### config.mk
export PLATFORM = sky130hd
export DESIGN_NAME = ser_latch_port
export DESIGN_NICKNAME = d
export VERILOG_FILES = /design/src/rtl/ser_latch_port.sv
export SDC_FILE = /design/constraint.sdc
export NUM_CORES = 1
export LEC_CHECK = 0
export BUFFER_PORTS_ARGS = -buffer_cell sky130_fd_sc_hd__buf_2
export CORE_MARGIN = 1.5
export CORE_UTILIZATION = 40
export CTS_BUF_LIST = sky130_fd_sc_hd__clkbuf_16
export DETAILED_ROUTE_END_ITERATION = 16
export PLACE_DENSITY = 0.63
export SYNTH_ARGS = -nofsm -noshare
export SYNTH_HDL_FRONTEND = slang
export SYNTH_SLANG_ARGS = --single-unit
### constraint.sdc
create_clock -name clk -period 1.7 [get_ports clk]
set_input_delay 0.255 -clock clk [delete_from_list [all_inputs] [get_ports clk]]
set_output_delay 0.255 -clock clk [all_outputs]
set_load 0.01 [all_outputs]
### src/rtl/ser_latch_port.sv
module ser_latch_port #(
  parameter int WORD_W = 21,
  parameter int CTRL_W = 2,
  parameter int SEL_W  = 3,
  parameter int PD_BIT = 3
) (
  input  logic                       clk,
  input  logic                       rst_n,
  input  logic                       sclk,
  input  logic                       sdata,
  input  logic                       sload,
  input  logic                       chip_en,
  input  logic                       lock_det,
  input  logic                       rf_div,
  input  logic                       ref_div,
  output logic [WORD_W-CTRL_W-1:0]   ref_word,
  output logic [WORD_W-CTRL_W-1:0]   n_word,
  output logic [WORD_W-CTRL_W-1:0]   func_word,
  output logic                       cnt_clear,
  output logic                       pwr_down,
  output logic                       cp_drive,
  output logic                       mon_out
);
  localparam int PAY_W = WORD_W - CTRL_W;

  logic [2:0]        sclk_q, sload_q;
  logic [1:0]        sdata_q;
  logic [WORD_W-1:0] shreg;
  logic              func_set;
  logic              shift_rise, load_rise;
  logic [CTRL_W-1:0] code;
  logic [PAY_W-1:0]  payload;

  assign shift_rise = sclk_q[1] & ~sclk_q[2];
  assign load_rise  = sload_q[1] & ~sload_q[2];
  assign code       = shreg[CTRL_W-1:0];
  assign payload    = shreg[WORD_W-1:CTRL_W];

  always_ff @(posedge clk or negedge rst_n) begin
    if (!rst_n) begin
      sclk_q  <= '0;
      sload_q <= '0;
      sdata_q <= '0;
    end else begin
      sclk_q  <= {sclk_q[1:0], sclk};
      sload_q <= {sload_q[1:0], sload};
      sdata_q <= {sdata_q[0], sdata};
    end
  end

  always_ff @(posedge clk or negedge rst_n) begin
    if (!rst_n) shreg <= '0;
    else if (shift_rise) shreg <= {shreg[WORD_W-2:0], sdata_q[1]};
  end

  always_ff @(posedge clk or negedge rst_n) begin
    if (!rst_n) begin
      ref_word  <= '0;
      n_word    <= '0;
      func_word <= '0;
      func_set  <= 1'b0;
      cnt_clear <= 1'b0;
    end else begin
      cnt_clear <= 1'b0;
      if (load_rise) begin
        case (code)
          2'd0: ref_word <= payload;
          2'd1: n_word   <= payload;
          default: begin
            func_word <= payload;
            func_set  <= 1'b1;
            cnt_clear <= (code == 2'd3);
          end
        endcase
      end
    end
  end

  assign pwr_down = ~chip_en | func_word[PD_BIT];
  assign cp_drive = func_set & ~pwr_down;

  always_comb begin
    case (func_word[SEL_W-1:0])
      3'd1:    mon_out = lock_det;
      3'd2:    mon_out = rf_div;
      3'd3:    mon_out = ref_div;
      default: mon_out = 1'b0;
    endcase
  end

  a_r3_latches_hold_without_strobe: assert property (@(posedge clk) disable iff (!rst_n)
    !load_rise |=> ($stable(ref_word) && $stable(n_word) && $stable(func_word)));

  a_r3_single_commit: assert property (@(posedge clk) disable iff (!rst_n)
    load_rise |=> !load_rise);

  a_r4_clear_one_cycle: assert property (@(posedge clk) disable iff (!rst_n)
    cnt_clear |=> !cnt_clear);

  a_r4_clear_follows_init: assert property (@(posedge clk) disable iff (!rst_n)
    $rose(cnt_clear) |-> $past(load_rise));

  a_r6_ce_low_tristate: assert property (@(posedge clk) disable iff (!rst_n)
    !chip_en |-> (pwr_down && !cp_drive));

  a_r9_unused_sel_low: assert property (@(posedge clk) disable iff (!rst_n)
    func_word[SEL_W-1] |-> !mon_out);
endmodule

==> metrics.md <==
| Metric | Value |
|---|---|
| Die height | 93.51 um |
| PwrDens | 1586 nW/um^2 |
| CP arrival | 1.29 ns |
| Largest net degree at the start of global routing | 38 |
| Starting DRT DRC Count | 57 |
| Chip Width | 93.51 um |
| Worst Tran Pin Value | 0.4812 ns |
| Yosys top cell area share | 0.6720 |
| Num CTS Buffers | 9 |
| Clk sink count | 88 |
| Setup crit start kind | flip-flop |
| First drt pass iteration count | 4 |
| DRC violations left | 0 |
| Initial antenna violation count | 0 |
| WL/cell | 15.47 um |
| Overall die area | 8744 sq um |
| CTS root buffer | clkbuf_16 |
| H-tree depth | 3 |
| Layout cells sized above 1 | 0.6095 |
| Final #Nets | 278 |
| # rows | 32 |
| Status | completed |
| Register area share after synthesis | 0.6720 |
| Crit end category | primary output |
| Final ANT Viol Nets | 0 |
| # setup viols final | 0 |
| Commonest non-fill, non-tap cell in the layout | dfrtp_1 |
| Most frequent cells in the layout | 88 x dfrtp_1, 68 x buf_2, 62 x mux2_2, 10 x mux2_4, 9 x clkbuf_16 |
| DP HPWL | 3848 um |
| Max-Cap Viols | 0 |
| Hold Fails Final Rpt | 0 |
| Count of cell types in the netlist | 19 |
| Final Skew | 0.009272 ns |
| Starting density of the core | 0.4176 |
| Setup bufs post-CTS | 0 |
| Mean Syn Cell Area | 17.52 sq um |
| Routed vias/inst | 4.814 |
| Leading area contributor after synthesis | dfrtp_1 |
| Worst hold slack | 0.02653 ns |
| Max-slew violations | 0 |
| Clk buf depth | 2 |
| Placer Congestion | 0.6887 |
| Tmin final | 1.544 ns |
| Hold-fix buffers, CTS | 1 |
| IO Count | 70 |
| Syn Nets | 196 |
| CP required | 1.44 ns |
| # diodes | 0 |
| Routed via count | 1810 |
| Synth top area cells | dfrtp_1 67%, mux2_2 21%, mux2_4 4.6% |
| First-pass GRT wire length | 9563 um |
| Vias in the first global route | 1808 |
| YS warnings | 0 |
| Grt ovf | 0 |
| Fmax achieved | 647.8 MHz |
| Worst Hold Class | in -> reg |
| P_leak | 2.120 nW |
| Port Buf Inserts | 69 |
| Crit path max fanout | 4 |
| Post-Syn Instances | 187 |
| Total Wirelength | 5817 um |
| Post-Route Setup TNS | 0 ns |
| CTS tree | yes |
| GRT Util Overall | 0.1467 |
| Reg-to-reg slack, setup | 0.23 ns |
| Maximum VDD drop | 1.037 mV |
| Worst-Skew Late Latency | 0.33 ns |
| Combined area of all synthesized cells | 3277 sq um |
| Clk slew on worst S/H paths | 0.06 ns |
| Rel. slew slack | 0.6792 |
| Seq cells post-synth | 88 |
| Critical path class | reg -> out |
| Post-cts repair resize count | 0 |
| RSZ-0062 raised after global routing | no |
| Placed Cells incl. Taps | 359 |
| Placeable Area | 7848 sq um |
| Layout area overhead | 25.24% |
| Tcrit/Tclk final | 0.9081 |
| Post-route insts no fill | 376 |
[sequential cells by signal, indices dropped and copies added (netlist names)]
| signal | flops |
|---|---|
| cnt_clear | 1 |
| func_set | 1 |
| func_word | 19 |
| n_word | 19 |
| ref_word | 19 |
| sclk_q | 3 |
| sdata_q | 2 |
| shreg | 21 |
| sload_q | 3 |
[Yosys cell counts (all sizes together)]
master and number:
and4bb 1, mux2i 1, mux2 78, a211oi 1, nand2b 1, nand3b 1, a21oi 1, buf 8
nor2 2, nor2b 1, nor4b 1, nand2 1, dfrtp 88, inv 2
[metrics by stage]
| step | worst slack [ns] | util | power [mW] | cell area, sq um |
|---|---|---|---|---|
| after detailed placement | 0.2411 | 0.4841 | 4.641 | 3799 |
| after CTS | 0.1452 | 0.5230 | 6.600 | 4104 |
| after global routing | 0.09233 | 0.5230 | 6.875 | 4104 |
| after floorplan | 0.2820 | - | 3.938 | 3277 |
| final | 0.1563 | 0.5230 | 6.510 | 4104 |
| after global placement | 0.2529 | 0.4841 | 4.604 | 3799 |
[power breakdown]
part	switching, mW	internal, mW
logic	0.627	0.840
registers	0.437	2.68
clock network	0.793	1.13
[final cells by class]
cell class / count / area (sq um)
Tap cell: 102 / 127.6
Multi-Input combinational cell: 89 / 1008
Clock buffer: 9 / 225.2
Fill cell: 675 / 3744
Timing Repair Buffer: 79 / 462.9
Inverter: 2 / 7.507
Sequential cell: 88 / 2202
Clock inverter: 7 / 70.07
[path summary, 6_finish.rpt]
| check | start | to | depth (start not counted) |
|---|---|---|---|
| min in group asynchronous | rst_n | ref_word[6] | 2 |
| worst min register to register | sload_q[0] | sload_q[1] | 0 |
| worst max register to register | shreg[0] | ref_word[11] | 3 |
| max in group asynchronous | rst_n | shreg[19] | 3 |
| worst max-delay path | func_word[1] | mon_out | 3 |
| worst min-delay path | sdata | sdata_q[0] | 1 |
[layer usage]
metal	track usage	wire, um	vias to the layer above
li1	-	-	822
met1	0.2026	2724	933
met2	0.2077	2681	47
met3	0.04390	316	8
met4	0.07576	95	0
met5	0	0	-
[critical path, stage by stage (launching register included)]
cell	delay, ns
dfrtp_1	0.41
mux2i_1	0.14
a211oi_1	0.24
buf_2	0.17
[logic make-up (layout without fill, tap and decap cells)]
kind of cell,count (synthesis),in the layout,synth area share
mux,79,79,0.2825
flops,88,88,0.6720
simple gates,8,8,0.01795
compound gates,2,2,0.003818
buf+inv,10,97,0.02367
Power figures use the tool's default switching activity.
